**src/rtl/tone_pkg.sv**
```systemverilog
package tone_pkg;
    typedef enum logic [0:0] {
        ST_IDLE = 1'b0,
        ST_PLAY = 1'b1
    } note_state_e;
endpackage

```
**src/rtl/ms_timebase.sv**
```systemverilog
module ms_timebase #(
    parameter int CLK_HZ = 100_000_000
) (
    input  logic clk,
    input  logic rst_n,
    input  logic clear,
    input  logic run,
    output logic tick
);
    localparam int TICKS = (CLK_HZ / 1000 > 0) ? CLK_HZ / 1000 : 1;
    localparam int CW    = $clog2((TICKS > 1) ? TICKS : 2);
    localparam logic [CW-1:0] LAST = CW'(TICKS - 1);

    logic [CW-1:0] cnt_q;

    assign tick = run && !clear && (cnt_q == LAST);

    always_ff @(posedge clk) begin
        if (!rst_n || clear) begin
            cnt_q <= '0;
        end else if (run) begin
            if (cnt_q == LAST) cnt_q <= '0;
            else               cnt_q <= cnt_q + 1'b1;
        end
    end
endmodule

```
**src/rtl/phase_accum.sv**
```systemverilog
module phase_accum #(
    parameter int PHASE_W = 24
) (
    input  logic               clk,
    input  logic               rst_n,
    input  logic               clear,
    input  logic               run,
    input  logic [PHASE_W-1:0] step,
    output logic               tone
);
    logic [PHASE_W-1:0] acc_q;

    always_ff @(posedge clk) begin
        if (!rst_n || clear) acc_q <= '0;
        else if (run)        acc_q <= acc_q + step;
    end

    assign tone = acc_q[PHASE_W-1];
endmodule

```
**src/rtl/pdm_channel.sv**
```systemverilog
module pdm_channel #(
    parameter int LVL_W = 4
) (
    input  logic             clk,
    input  logic             rst_n,
    input  logic             clear,
    input  logic             run,
    input  logic [LVL_W-1:0] level,
    output logic             pulse
);
    logic [LVL_W-1:0] pacc_q;
    logic             carry_q;
    logic [LVL_W:0]   sum;

    assign sum = {1'b0, pacc_q} + {1'b0, level};

    always_ff @(posedge clk) begin
        if (!rst_n || clear) begin
            pacc_q  <= '0;
            carry_q <= 1'b0;
        end else if (run) begin
            pacc_q  <= sum[LVL_W-1:0];
            carry_q <= sum[LVL_W];
        end
    end

    assign pulse = (&level) | carry_q;
endmodule

```
**src/rtl/note_ctrl.sv**
```systemverilog
module note_ctrl
    import tone_pkg::*;
#(
    parameter int DUR_W = 8
) (
    input  logic             clk,
    input  logic             rst_n,
    input  logic             start_we,
    input  logic [DUR_W-1:0] start_len,
    input  logic             ms_tick,
    output logic             playing,
    output logic             clear
);
    note_state_e      state_q, state_d;
    logic [DUR_W-1:0] len_q;
    logic [DUR_W-1:0] ms_q;
    logic             last_ms;

    assign last_ms = ({1'b0, ms_q} + 1'b1) == {1'b0, len_q};

    always_comb begin
        state_d = state_q;
        unique case (state_q)
            ST_IDLE: if (start_we && start_len != '0) state_d = ST_PLAY;
            ST_PLAY: begin
                if (start_we)                state_d = (start_len != '0) ? ST_PLAY : ST_IDLE;
                else if (ms_tick && last_ms) state_d = ST_IDLE;
            end
            default: state_d = ST_IDLE;
        endcase
    end

    always_ff @(posedge clk) begin
        if (!rst_n) state_q <= ST_IDLE;
        else        state_q <= state_d;
    end

    always_ff @(posedge clk) begin
        if (!rst_n) begin
            len_q <= '0;
            ms_q  <= '0;
        end else if (start_we) begin
            len_q <= start_len;
            ms_q  <= '0;
        end else if (state_q == ST_PLAY && ms_tick) begin
            ms_q  <= ms_q + 1'b1;
        end
    end

    always_comb begin
        playing = (state_q == ST_PLAY);
        clear   = start_we;
    end
endmodule

```
**src/rtl/tone_pdm_gen.sv**
```systemverilog
module tone_pdm_gen #(
    parameter int CLK_HZ  = 100_000_000,
    parameter int PHASE_W = 24,
    parameter int DUR_W   = 8,
    parameter int LVL_W   = 4,
    parameter int NPINS   = 4
) (
    input  logic                   clk,
    input  logic                   rst_n,
    input  logic                   phase_inc_we,
    input  logic [PHASE_W-1:0]     phase_inc_wdata,
    input  logic                   level_we,
    input  logic [NPINS*LVL_W-1:0] level_wdata,
    input  logic                   note_ms_we,
    input  logic [DUR_W-1:0]       note_ms_wdata,
    output logic [NPINS-1:0]       pins_o,
    output logic                   busy_o
);
    logic [PHASE_W-1:0]     inc_q;
    logic [NPINS*LVL_W-1:0] lvl_q;
    logic                   playing;
    logic                   clr;
    logic                   ms_tick;
    logic                   tone;
    logic [NPINS-1:0]       pulse;

    always_ff @(posedge clk) begin
        if (!rst_n) begin
            inc_q <= '0;
            lvl_q <= '0;
        end else begin
            if (phase_inc_we) inc_q <= phase_inc_wdata;
            if (level_we)     lvl_q <= level_wdata;
        end
    end

    note_ctrl #(.DUR_W(DUR_W)) ctrl_i (
        .clk(clk), .rst_n(rst_n), .start_we(note_ms_we), .start_len(note_ms_wdata),
        .ms_tick(ms_tick), .playing(playing), .clear(clr)
    );

    ms_timebase #(.CLK_HZ(CLK_HZ)) tb_i (
        .clk(clk), .rst_n(rst_n), .clear(clr), .run(playing), .tick(ms_tick)
    );

    phase_accum #(.PHASE_W(PHASE_W)) acc_i (
        .clk(clk), .rst_n(rst_n), .clear(clr), .run(playing), .step(inc_q), .tone(tone)
    );

    for (genvar g = 0; g < NPINS; g++) begin : g_pin
        pdm_channel #(.LVL_W(LVL_W)) pdm_i (
            .clk(clk), .rst_n(rst_n), .clear(clr), .run(playing),
            .level(lvl_q[g*LVL_W +: LVL_W]), .pulse(pulse[g])
        );
        assign pins_o[g] = playing & tone & pulse[g];
    end

    assign busy_o = playing;
endmodule

```
**config.mk**
```make
export PLATFORM = sky130hd
export DESIGN_NAME = tone_pdm_gen
export DESIGN_NICKNAME = d
export VERILOG_FILES = /design/src/rtl/tone_pkg.sv /design/src/rtl/ms_timebase.sv /design/src/rtl/phase_accum.sv /design/src/rtl/pdm_channel.sv /design/src/rtl/note_ctrl.sv /design/src/rtl/tone_pdm_gen.sv
export SDC_FILE = /design/constraint.sdc
export NUM_CORES = 1
export LEC_CHECK = 0
export ABC_AREA = 1
export BUFFER_PORTS_ARGS = -buffer_cell sky130_fd_sc_hd__buf_2
export CAP_MARGIN = 20
export CORE_MARGIN = 3
export CORE_UTILIZATION = 57
export CTS_CLUSTER_DIAMETER = 30
export DETAILED_ROUTE_END_ITERATION = 8
export MAX_ROUTING_LAYER = met4
export PLACE_DENSITY = 0.77
export SLEW_MARGIN = 10
export SYNTH_ARGS = -nofsm -noshare
export SYNTH_HDL_FRONTEND = slang
export SYNTH_SLANG_ARGS = --single-unit
```
**constraint.sdc**
```tcl
create_clock -name clk -period 2.9 [get_ports clk]
set_input_delay 0.145 -clock clk [delete_from_list [all_inputs] [get_ports clk]]
set_output_delay 0.145 -clock clk [all_outputs]
set_load 0.01 [all_outputs]
```
Yosys cells after proc, flatten, opt, wreduce, memory -nomap -nowiden
Cells that the tools add are included.
{"block": "word_totals", "register_bits": 118, "inputBits": 53, "out_inout_bits": 5, "elab_cells": 56}
{"block": "classes", "add_sub_neg": 8, "n_eq_ne": 2, "n_mux": 6, "n_bitwise": 11, "n_reduce_logical": 14}
{"op": "$add A24 B24 Y24", "count": 1}
{"op": "$add A4 B4 Y5", "count": 4}
{"op": "$add A17 B1 Y17 const B", "count": 1}
{"op": "$eq A17 B17 Y1 const B", "count": 1}
{"op": "$mux W17", "count": 1}
{"op": "$reduce_and A4 Y1", "count": 4}
{"op": "$add A8 B1 Y9 const B", "count": 1}
{"op": "$eq A9 B8 Y1", "count": 1}
{"op": "$add A8 B1 Y8 const B", "count": 1}
{"op": "$reduce_bool A8 Y1", "count": 1}
{"op": "$and A1 B1 Y1", "count": 5}
{"op": "$logic_and A1 B1 Y1", "count": 5}
{"op": "$mux W1", "count": 4}
{"op": "$or A1 B1 Y1", "count": 4}
{"op": "$logic_not A1 Y1", "count": 2}
{"op": "$not A1 Y1", "count": 2}
{"op": "$pmux W1 S2", "count": 1}
{"op": "$reduce_or A2 Y1", "count": 1}
{"op": "$logic_or A1 B1 Y1", "count": 1}

Longest topological paths before layout
{"block": "logic_depth", "word_depth": 7, "mapped_depth": 15, "depth_no_buf": 15}

By module
From an unflattened synthesis, not the netlist that was laid out.
{"block": "unflattened", "cells_unflattened": 1233, "area_unflattened_um2": 7618.6}
{"module": "phase_accum", "n_inst": 1, "cells_per_inst": 484, "area_per_inst_um2": 2656.3, "seq_area_each_um2": 480.5}
{"module": "tone_pdm_gen", "n_inst": 1, "cells_per_inst": 261, "area_per_inst_um2": 1660.3, "seq_area_each_um2": 800.8}
{"module": "pdm_channel (g_pin[1].pdm_i ...)", "n_inst": 3, "cells_per_inst": 49, "area_per_inst_um2": 342.8, "seq_area_each_um2": 100.1}
{"module": "note_ctrl", "n_inst": 1, "cells_per_inst": 154, "area_per_inst_um2": 983.4, "seq_area_each_um2": 340.3}
{"module": "ms_timebase", "n_inst": 1, "cells_per_inst": 140, "area_per_inst_um2": 949.7, "seq_area_each_um2": 340.3}
{"module": "pdm_channel (g_pin[0].pdm_i)", "n_inst": 1, "cells_per_inst": 47, "area_per_inst_um2": 340.3, "seq_area_each_um2": 100.1}

Worst setup path after synthesis
OpenSTA, ideal clock, no wires.
{"block": "synth_timing", "path_kind": "reg2reg", "from": "register acc_i.acc_q[0]", "to": "register acc_i.acc_q[12]", "setup_ps": 113, "arrival_ps": 1695, "required_ps": 2787, "path_slack_ps": 1092, "stages_incl_launch_ff": 13, "n_path_buf": 0, "synth_period_minus_slack_ps": 1808, "cell_sequence": "dfxtp_1 -> ha_1 -> fa_1 -> nand2_1 -> nand2_1 -> and2_1 -> a21o_1 -> nand2_1 -> nand2_1 -> nand2_1 -> nand2_1 -> o21ai_1 -> inv_1"}
{"block": "synth_between", "elab_chain_len": 1}
{"element": "from (decl)", "line": "phase_accum.sv:11", "source": "logic [PHASE_W-1:0] acc_q;"}
{"element": "from (signal assigned)", "line": "phase_accum.sv:15", "source": "else if (run) acc_q <= acc_q + step;"}
{"element": "$add A24 B24 Y24", "line": "phase_accum.sv:15"}
No other way between the ends.
A chain may end at the register's enable or synchronous reset.

Worst setup path after layout
{"block": "layout_timing", "from": "register ctrl_i.state_q (netlist: ctrl_i.playing)", "to": "output port pins_o[0]"}
{"block": "layout_between", "elab_chain_len": 2}
{"element": "from (decl)", "line": "note_ctrl.sv:14", "source": "note_state_e state_q, state_d;"}
{"element": "from (signal assigned)", "line": "note_ctrl.sv:35", "source": "else state_q <= state_d;"}
{"element": "$and A1 B1 Y1 (2 in series)", "line": "tone_pdm_gen.sv:55", "source": "assign pins_o[g] = playing & tone & pulse[g];"}
{"element": "to (decl)", "line": "tone_pdm_gen.sv:16", "source": "output logic [NPINS-1:0] pins_o,"}
No other way between the ends.

==> impl_metrics.toml <==
[power_and_ir_drop]
internal_power_mw = 3.20
pwr_density_cell_nw_per_um2 = 536
ir_drop_mv = 0.568
swShare_pct = 25.4
power_frac_clock_pct = 47.9
comb_power_share_pct = 11.3
p_leak_nw = 3.88
p_switching_mw = 1.09
p_seq_share_pct = 40.8

[yosys]
synth.yosys.seq_area_share_pct = 35.4
synth_area_leaders = "dfxtp_1 (35%), nor2_1 (11%), nand2_1 (8.7%)"
synth_cell_types = 46
synth_area_leader_cell = "dfxtp_1"
synthesis.area_um2 = 6680
ys_seq_elements = 118
syn-instance-count = 954
avgSynthCellArea_um2 = 7.00
synth_edf_count = 0
synth_top_cell_area_share_pct = 35.4
synth_warnings = 0
ys.flop_type = "dfxtp_1"
postSynth.asyncResetShare_pct = 0
synthesis.nets = 1053

[finish]
area_delta_synth_final_pct = 19.7
final_area_um2 = 7990
drive_gt1_share_pct = 11.6
layout_common_cells = "nor2_1 (190), nand2_1 (154), dfxtp_1 (117), inv_1 (110), o21ai_0 (88)"
final_net_count = 1141
final_util_pct = 71.8
insertedDiodeCount = 0
layout_commonest_cell = "nor2_1"
fill_cells = 923

[hold_path]
hold_start = "level_wdata[5]"
worstHoldPathType = "in -> reg"

[global_routing]
grt_max_degree = 69
grt_pass1_wl_mm = 27.2
antenna_found_initial = 0
grtUsageTotal_pct = 26.7
grt_overflow = 0
first_global_vias = 6001

[timing]
max_freq_ghz = 0.462
tightest_slew_ns = 0.936
finalCritPeriodShare_pct = 74.7
rsz0062_at_grt = "no"
slew_viol_final = 0
hold_violations = 0
fin_crit_ns = 2.17
setup_viol = 0
maxSlewHeadroom_pct = 37.5
tns_ns = 0
clock_skew_ns = 0.00482

[detailed_routing]
drt-initial-drc-count = 430
drc = 0
drt_wl_total_mm = 16.1
routedWlPerCell_um = 13.5
drtAntennaViolNets = 0
vias = 6303
vias_per_cell = 5.27
firstDrtPassIters = 5

[critical_path]
cpPeakStageDelay_ns = 0.60
cp.buffers_inverters = 2
worst-r2r-setup-slack_ns = 0.91
cp_data_required_time_ns = 2.76
cp_max_fo = 68
crit_start = "ctrl_i.playing"
cpLargestDelayFamily = "buffers and inverters"
worst_path_max_delay_cell = "buf_4"
crit_type = "reg -> out"
arrival_ns = 2.02
critPathCaptureType = "output port"
r2r-start = "acc_i.acc_q[0]"
cp-start-kind = "flop"
path_cells = "buf_4, nand2_1, nor2_1, buf_2"

[cts]
clock_latency_ns = 0.42
cts.sinks = 118
cts_tree = "built"
clockBufferDepth = 2
post-cts-setup-buffers = 0
clockRootBuffer = "clkbuf_16"
h-tree-depth = 4
clk_pin_slew_ns = 0.06
cts_buffers = 17

[place]
post_dp_cell_area_um2 = 7020
port_buffers = 57
gp_congestion = 0.952
dpl.hpwl_mm = 10.4

[floorplan]
die_h_um = 114
die_x_um = 114
start_util_pct = 60.0
die_area_um2 = 13000
rows = 38
core-area_um2 = 11100
top_level_ports = 58

[run]
drv_cap = 0

[run_status]
status = "complete, no violations"
-- cell type report --
cell class	instances	area, um2	share of cell area, %
Multi-Input combinational cell	687	3740	46.8
Clock buffer	23	468	5.86
Timing Repair Buffer	99	701	8.77
Sequential cell	118	2360	29.6
Inverter	119	447	5.59
Clock inverter	9	101	1.27
Tap cell	140	175	2.19
-- synth_stat cells (5+ instances only) --
master      n
xor2_1     22
nand4_1    13
ha_1       41
nor4_1      5
xnor2_1    10
clkbuf_1   21
nand2_1   154
nor2_1    190
inv_2       9
nor3_1     10
o21ai_1     5
dfxtp_1   118
nor2_2      7
inv_1     110
o21ai_0    88
fa_1        5
a21oi_1    56
buf_2       5
nand3_1    32
-- metrics by stage --
step,cells,hold WS [ns],total power [mW],worst slack [ns]
2_1_floorplan,954,0.280,2.08,1.09
3_3_place_gp,1123,0.367,2.20,0.966
3_5_place_dp,1123,0.371,2.21,0.943
4_1_cts,1195,0.00209,4.29,0.748
5_1_grt,1195,0.0366,4.45,0.628
6_report,1195,0.0198,4.28,0.733
-- what timing repair did --
| action | in CTS | in global routing |
|---|---|---|
| gates resized for setup | 0 | 0 |
| hold buffers | 40 | 0 |
| hold endpoints to repair | 40 | 0 |
-- layer usage --
| metal | GRT usage, % | routed length [um] | part of all wire (%) | up-vias |
|---|---|---|---|---|
| met1 | 33.7 | 7510 | 47 | 2838 |
| met4 | 7.84 | 233 | 1.4 | 0 |
| met3 | 7.03 | 956 | 5.9 | 24 |
| met5 | - | 0 | 0 | - |
| li1 | - | - | - | 3279 |
| met2 | 42.2 | 7420 | 46 | 162 |
-- state kept, by name, indices dropped and copies added, names as in the netlist --
name,flops
g_pin.pdm_i.carry_q,4
acc_i.acc_q,24
ctrl_i.len_q,8
lvl_q,16
ctrl_i.ms_q,8
ctrl_i.playing,1
g_pin.pdm_i.pacc_q,16
tb_i.cnt_q,17
inc_q,24
-- final timing paths --
path / end / cells after the start
setup / recovery: pins_o[0] / 4
hold reg to reg: g_pin[1].pdm_i.pacc_q[0] / 2
hold / removal: lvl_q[5] / 3
setup reg to reg: acc_i.acc_q[18] / 14
-- power groups by stage --
stage / clock network [mW] / logic [mW] / registers [mW]
finish: 2.05 / 0.485 / 1.74
global route: 2.14 / 0.557 / 1.75
CTS: 2.07 / 0.479 / 1.74
detailed placement: 0 / 0.433 / 1.78
global placement: 0 / 0.427 / 1.78
floorplan: 0 / 0.322 / 1.76
-- worst register-to-register path: stages, from the launching register on --
cell      delay (ns)
dfxtp_1         0.32
ha_1            0.22
fa_1            0.40
nand2_1         0.08
nand2_1         0.07
nand3b_1        0.08
nand2_1         0.12
nand2_1         0.09
nand2_1         0.07
nand2_1         0.06
nand2_1         0.06
a21oi_1         0.12
o21ai_1         0.09
nand2_1         0.06
inv_1           0.04
-- kinds of logic (layout without fill, tap and decap cells) --
kind of cell	Yosys count	count (layout)	share of synthesized area, %
flip-flops	118	118	35.4
AO/OA/AOI/OAI	178	178	14.8
XOR/XNOR	32	32	4.20
buffers and inverters	149	250	8.64
adder cells (fa/ha/maj)	46	46	9.18
AND/OR/NAND/NOR	431	431	27.8
(Power assumes the default switching activity.)
